--- src/rtl/codec_link_pkg.sv ---
package codec_link_pkg;
  localparam int NUM_CH = 2;
  localparam logic [1:0] SUB_LAUNCH  = 2'd0;  // output bit changes here
  localparam logic [1:0] SUB_CAPTURE = 2'd2;  // input bit taken here
endpackage

--- src/rtl/codec_link_timing.sv ---
module codec_link_timing
  import codec_link_pkg::*;
#(
  parameter int SAMPLE_W  = 20,
  parameter int SLOT_LOG2 = 5
) (
  input  logic clk,
  input  logic rst_n,
  output logic side,
  output logic slot_start,
  output logic launch,
  output logic capture,
  output logic last_capture,
  output logic mclk_int,
  output logic bclk_int,
  output logic frame_int
);
  // seq layout: [0] master phase, [2:1] subcycle, [SLOT_LOG2+2:3] bit, top side
  localparam int SEQ_W = SLOT_LOG2 + 4;

  logic [SEQ_W-1:0] seq_q;

  function automatic logic [1:0] sub_of(input logic [SEQ_W-1:0] s);
    return s[2:1];
  endfunction

  function automatic logic [SLOT_LOG2-1:0] bit_of(input logic [SEQ_W-1:0] s);
    return s[SLOT_LOG2+2:3];
  endfunction

  always_ff @(posedge clk or negedge rst_n) begin
    if (!rst_n) seq_q <= '0;
    else        seq_q <= seq_q + 1'b1;
  end

  logic                 edge0;
  logic [1:0]           sub;
  logic [SLOT_LOG2-1:0] bitn;

  assign edge0 = ~seq_q[0];
  assign sub   = sub_of(seq_q);
  assign bitn  = bit_of(seq_q);

  assign slot_start   = edge0 && (sub == SUB_LAUNCH) && (bitn == '0);
  assign launch       = edge0 && (sub == SUB_LAUNCH) && (bitn != '0);
  assign capture      = edge0 && (sub == SUB_CAPTURE) && (int'(bitn) < SAMPLE_W);
  assign last_capture = capture && (int'(bitn) == SAMPLE_W - 1);

  assign side      = seq_q[SEQ_W-1];
  assign mclk_int  = seq_q[0];
  assign bclk_int  = seq_q[2];
  assign frame_int = seq_q[SEQ_W-1];
endmodule

--- src/rtl/codec_link_adc.sv ---
module codec_link_adc
  import codec_link_pkg::*;
#(
  parameter int SAMPLE_W = 20
) (
  input  logic                clk,
  input  logic                rst_n,
  input  logic                side,
  input  logic                capture,
  input  logic                last_capture,
  input  logic                slot_start,
  input  logic                sdata_in,
  input  logic                rd,
  input  logic                sel,
  output logic [SAMPLE_W-1:0] rdata,
  output logic [NUM_CH-1:0]   ready,
  output logic                overrun
);
  logic [SAMPLE_W-1:0] sr_q;
  logic [SAMPLE_W-1:0] hold_q [NUM_CH];
  logic [NUM_CH-1:0]   rdy_q;
  logic [NUM_CH-1:0]   ovr_q;
  logic [SAMPLE_W-1:0] word_in;

  assign word_in = {sr_q[SAMPLE_W-2:0], sdata_in};

  always_ff @(posedge clk or negedge rst_n) begin
    if (!rst_n) begin
      sr_q  <= '0;
      rdy_q <= '0;
      ovr_q <= '0;
      for (int c = 0; c < NUM_CH; c++) hold_q[c] <= '0;
    end else begin
      if (capture) sr_q <= word_in;
      for (int c = 0; c < NUM_CH; c++) begin
        if (last_capture && int'(side) == c) begin
          hold_q[c] <= word_in;
          rdy_q[c]  <= 1'b1;
        end else if (rd && int'(sel) == c) begin
          rdy_q[c] <= 1'b0;
        end
        if (slot_start && int'(side) == c) ovr_q[c] <= rdy_q[c];
      end
    end
  end

  assign rdata   = hold_q[sel];
  assign ready   = rdy_q;
  assign overrun = |ovr_q;
endmodule

--- src/rtl/codec_link_dac.sv ---
module codec_link_dac
  import codec_link_pkg::*;
#(
  parameter int SAMPLE_W = 20
) (
  input  logic                clk,
  input  logic                rst_n,
  input  logic                side,
  input  logic                slot_start,
  input  logic                launch,
  input  logic                wr,
  input  logic                sel,
  input  logic [SAMPLE_W-1:0] wdata,
  output logic [NUM_CH-1:0]   ready,
  output logic                underrun,
  output logic                sdata_out
);
  logic [NUM_CH-1:0][SAMPLE_W-1:0] hold_all;
  logic [NUM_CH-1:0]               und;
  logic [SAMPLE_W-1:0]             sr_q;

  for (genvar c = 0; c < NUM_CH; c++) begin : g_ch
    logic [SAMPLE_W-1:0] hold_q;
    logic                rdy_q;
    logic                und_q;
    logic                mine_start;

    assign mine_start = slot_start && (side == 1'(c));

    always_ff @(posedge clk or negedge rst_n) begin
      if (!rst_n) begin
        hold_q <= '0;
        rdy_q  <= 1'b1;
        und_q  <= 1'b0;
      end else if (mine_start) begin
        und_q <= rdy_q;
        rdy_q <= 1'b1;
      end else if (wr && sel == 1'(c) && rdy_q) begin
        hold_q <= wdata;
        rdy_q  <= 1'b0;
      end
    end

    assign hold_all[c] = hold_q;
    assign ready[c]    = rdy_q;
    assign und[c]      = und_q;
  end

  always_ff @(posedge clk or negedge rst_n) begin
    if (!rst_n)          sr_q <= '0;
    else if (slot_start) sr_q <= ready[side] ? '0 : hold_all[side];
    else if (launch)     sr_q <= {sr_q[SAMPLE_W-2:0], 1'b0};
  end

  assign sdata_out = sr_q[SAMPLE_W-1];
  assign underrun  = |und;
endmodule

--- src/rtl/codec_link.sv ---
module codec_link
  import codec_link_pkg::*;
#(
  parameter int SAMPLE_W  = 20,
  parameter int SLOT_LOG2 = 5
) (
  input  logic                clk,
  input  logic                rst_n,
  input  logic                sdata_in,
  input  logic                sel,
  input  logic                rd,
  input  logic                wr,
  input  logic [SAMPLE_W-1:0] wdata,
  output logic [SAMPLE_W-1:0] rdata,
  output logic [NUM_CH-1:0]   adc_ready,
  output logic [NUM_CH-1:0]   dac_ready,
  output logic                overrun,
  output logic                underrun,
  output logic                sdata_out,
  output logic                mclk_out,
  output logic                bclk_out,
  output logic                frame_out
);
  logic side_w, slot_start_w, launch_w, capture_w, last_capture_w;
  logic mclk_w, bclk_w, frame_w;

  codec_link_timing #(.SAMPLE_W(SAMPLE_W), .SLOT_LOG2(SLOT_LOG2)) u_timing (
    .clk(clk), .rst_n(rst_n), .side(side_w), .slot_start(slot_start_w),
    .launch(launch_w), .capture(capture_w), .last_capture(last_capture_w),
    .mclk_int(mclk_w), .bclk_int(bclk_w), .frame_int(frame_w)
  );

  codec_link_adc #(.SAMPLE_W(SAMPLE_W)) u_adc (
    .clk(clk), .rst_n(rst_n), .side(side_w), .capture(capture_w),
    .last_capture(last_capture_w), .slot_start(slot_start_w),
    .sdata_in(sdata_in), .rd(rd), .sel(sel), .rdata(rdata),
    .ready(adc_ready), .overrun(overrun)
  );

  codec_link_dac #(.SAMPLE_W(SAMPLE_W)) u_dac (
    .clk(clk), .rst_n(rst_n), .side(side_w), .slot_start(slot_start_w),
    .launch(launch_w), .wr(wr), .sel(sel), .wdata(wdata),
    .ready(dac_ready), .underrun(underrun), .sdata_out(sdata_out)
  );

  // complemented for an inverting buffer between block and converter
  assign mclk_out  = ~mclk_w;
  assign bclk_out  = ~bclk_w;
  assign frame_out = ~frame_w;
endmodule

--- config.mk ---
export PLATFORM = sky130hd
export DESIGN_NAME = codec_link
export DESIGN_NICKNAME = d
export VERILOG_FILES = /design/src/rtl/codec_link_pkg.sv /design/src/rtl/codec_link_timing.sv /design/src/rtl/codec_link_adc.sv /design/src/rtl/codec_link_dac.sv /design/src/rtl/codec_link.sv
export SDC_FILE = /design/constraint.sdc
export NUM_CORES = 1
export LEC_CHECK = 0
export BUFFER_PORTS_ARGS = -buffer_cell sky130_fd_sc_hd__buf_2
export CORE_MARGIN = 2
export CORE_UTILIZATION = 45
export DETAILED_ROUTE_END_ITERATION = 6
export GPL_TIMING_DRIVEN = 0
export PLACE_DENSITY = 0.66
export SYNTH_ARGS = -nofsm -noshare
export SYNTH_HDL_FRONTEND = slang
export SYNTH_SLANG_ARGS = --single-unit
export TNS_END_PERCENT = 50
--- constraint.sdc ---
create_clock -name clk -period 4.48 [get_ports clk]
set_input_delay 0.672 -clock clk [delete_from_list [all_inputs] [get_ports clk]]
set_output_delay 0.672 -clock clk [all_outputs]
set_load 0.02 [all_outputs]
==> metrics list <==
- Std-Cell Rows: slightly above 40
- The share of total power dissipated in sequential elements is 0.470.
- The clock arrives with slightly below 0.005 ns of skew.
- Share of the yosys chip area belonging to registers: 0.5799
- Measured against the total synthesized area, the mux share comes to 0.2718.
- CTS built an H-tree with a depth of 4.
* Highest Clock Rate: about 360 MHz
- Pins Over Slew Limit: 0
- From synthesis to final layout, the design area changed by 18.64%.
* Post-Layout Inst Area: roughly 7000 um^2
* Post-synthesis net count: 447
- Endpoint kind of the worst setup timing path: output port
- Number of buffers between clock root and the deepest sink: 2
- Ys flop type: dfrtp_1
- The floorplan step defined a core boundary enclosing roughly 13,000 um^2.
* Antenna violations before repair: 0
* Via density: between 5 and 6
* Max_cap viols: 0
- The total overflow left after global routing is 0.
- Total number of vias: around 3,600
- Final hold vios: 0
- Detail Placement HPWL: 7559 um
* Residual DRC count: 0
- During I/O placement, the number of pins put on the boundary was 56.
- CP Max Fanout: 10
* Router iterations before antenna repair: 4
- Die footprint: between 10,000 and 15,000 um^2
- CTS root buf: clkbuf_16
- Internal power contribution: between 2000 and 2500 uW
* Combined area of all synthesized cells: between 5000 and 6000 um^2
- Required time at the endpoint of the critical path: about 3.8 ns
- Startpoint Class: primary input
- The initial utilization of the core area, before any placement, comes to 0.4635.
* Post-placement cell area: ~6400 um^2
* Total power divided by cell area: between 300 and 400 nW/um^2
* Clock period minus worst slack: 2.740 ns
- The first global-routing pass estimated 19,530 um of wire.
- Switching power of the nets: 563.1 uW
- Of the total synthesized cell area, the portion taken by XOR and XNOR cells is 0.01044.
- Setup violations remaining at the end of the flow were counted as 0.
* Setup Fix Bufs, Post-CTS: 0
- Overall track demand over capacity in global routing: 0.1792
- Number of warnings reported in the yosys synthesis log: 0
- After routing, the total negative slack on setup checks comes to 0 ns.
- Simple-gate area share of the yosys netlist: 0.04410
- Antenna cells: 0
- In this run the horizontal extent of the chip is roughly 120 um.
- Post-synthesis cell type count: 37
* Worst-margin pin slew: 0.8072 ns
* Share of post-route cells with drive strength above 1: 0.4517
- Number of standard cells in the layout, taps in and fillers out: between 600 and 700
* Post-CTS resize count: 0
* Comb power frac: 0.040
- The compound-cell area share of the yosys netlist came to 0.06412.
- Inst Count DP: ~650
- The number of global-route vias before repair came to about 3,900.
- By area, the combinational part of the netlist is dominated by multiplexers.
- The net count of the finished layout is roughly 520.
- After detailed routing, the total wire length is roughly 11,000 um.
* Switching Fraction: 0.2059
- By startpoint and endpoint, the worst setup path is classified as in2out.
* Final critical-path share of the clock period: 0.6116
- Clock tree from TritonCTS: yes
* Power share of the clock group: 0.491
- By area the synthesized netlist is led by dfrtp_1 (57%), mux2_2 (23%), o211ai_1 (3.5%).
- Once detail routing completed, the nets flagged for antenna violations numbered 0.
- TritonCTS created 17 clock buffers.
* Most instantiated library cell after synthesis: dfrtp_1
- In this run the vertical extent of the chip is 118.2 um.
- Portion of synthesized cell area occupied by the leading cell type: 0.5709
- Insertion delay to the later sink of the worst-skew pair: approximately 0.41 ns
- Adder and majority cell fraction of the synthesized area: 0.002130
* Status: finished, final reports clean
- The worst pin sits at a relative slew slack of 0.4619.
* Leading post-synthesis cells by instance count: dfrtp_1 (134), mux2_2 (121), o211ai_1 (27)
* Pleak: 0.003398 uW
* Synthesis-stage register bit count: 136
- In the final routed layout, each cell accounts on average for between 15 and 20 um.
- Setup repair after global routing missed its margin: false
- Library cell with the largest summed area after synthesis: dfrtp_1
- After technology mapping, the gate count stands at between 400 and 500.
- Hold-fix buffers, CTS: 0
- Number of fill cells: roughly 1,100
* Clk slew on worst S/H paths: 0.05 ns
- Iter 0 DRT Violations: between 100 and 150
- Arrival time at the worst endpoint: between 2 and 2.5 ns
* Sinks on Clock Net: 136
- Worst hold-check path type: in2async
- # port buffers: 54
- After synthesis, the mean cell area works out to about 14 um^2.
- Entering global routing, the biggest net connects 70 pins.
* Maximum vdd drop: between 0.3 and 0.4 mV
- Async set-or-reset flop fraction in the synthesized netlist: 1.000
* Number of enable flip-flop cells after synthesis: 0
- At the end of routability-driven placement, the weighted congestion stood at ~0.75.
[power groups by stage]
stage | sequential [uW] | clock, uW | combinational, uW
2_1_floorplan | 1300 | 0 | 57.6
3_3_place_gp | 1300 | 0 | 104
3_5_place_dp | 1310 | 0 | 112
4_1_cts | 1280 | 1370 | 112
5_1_grt | 1290 | 1430 | 123
6_report | 1280 | 1340 | 108
[registers in the layout (all words and copies together), names as in the netlist]
name / flops
u_adc.hold_q: 40
u_dac.g_ch.hold_q: 40
u_dac.sr_q: 20
u_adc.sr_q: 19
u_timing.seq_q: 9
u_adc.ovr_q: 2
u_adc.ready: 2
u_dac.g_ch.rdy_q: 2
u_dac.g_ch.und_q: 2
[kinds of logic after synthesis]
kind of cell               Yosys count
and+or+nand+nor                     52
DFF                                136
muxes                              144
xor gates and xnor gates             7
buffers and inverters               35
adders and majority gates            1
AOI/OAI and AO/OA                   45
[routing by layer]
| metal | track usage | up-vias | share of wire |
|---|---|---|---|
| met5 | 0 | - | 0 |
| met4 | 0.06024 | 0 | 0.016 |
| met3 | 0.06902 | 17 | 0.047 |
| met2 | 0.2865 | 70 | 0.50 |
| met1 | 0.2229 | 1860 | 0.44 |
| li1 | - | 1672 | - |
[path summary, 6_finish.rpt]
check | start | to | slack (ns) | cells past startpoint
max | sel | rdata[7] | 1.74 | 4
min | rst_n | u_dac.g_ch[0].hold_q[12] | 0.25 | 1
max reg2reg | u_timing.seq_q[2] | u_dac.g_ch[0].hold_q[9] | 2.16 | 6
min reg2reg | u_dac.sr_q[11] | u_dac.sr_q[11] | 0.49 | 2
max in group asynchronous | rst_n | u_dac.g_ch[1].rdy_q | 3.45 | 2
min in group clk | wdata[1] | u_dac.g_ch[0].hold_q[1] | 0.48 | 2
[worst max-delay path, cell delays in order]
cell	delay (ns)
clkbuf_1	0.27
clkbuf_1	0.54
mux2_2	0.42
buf_2	0.16
[final cells by class]
type / count / area (um^2) / area share
Sequential cell: 136 / 3406 / 0.4888
Multi-Input combinational cell: 249 / 2306 / 0.3309
Clock buffer: 23 / 478.0 / 0.06859
Timing Repair Buffer: 55 / 304.0 / 0.04363
Tap cell: 172 / 215.2 / 0.03089
Buffer: 31 / 146.4 / 0.02101
Clock inverter: 9 / 97.59 / 0.01401
Inverter: 4 / 15.01 / 0.002155
[metrics by stage]
stage                     total power (uW)    util  hold slack [ns]  setup WS, ns
after global routing                  2846  0.5499           0.2831         1.638
after floorplan                       1358       -           0.3764         2.138
after CTS                             2767  0.5499           0.2639         1.699
final                                 2735  0.5499           0.2470         1.740
after detailed placement              1418  0.5045           0.4779         1.700
after global placement                1408  0.5018           0.4735        0.9926
[placed cells by master, fill, tap and decap left out, types with 5 or more instances in the layout]
cell type,count
mux2_2,121
clkinv_2,6
o211ai_1,27
buf_1,5
o211ai_2,9
dfrtp_1,134
mux2i_1,20
nand2_1,26
clkbuf_1,19
buf_2,59
clkbuf_16,17
Power figures use the tool's default switching activity.
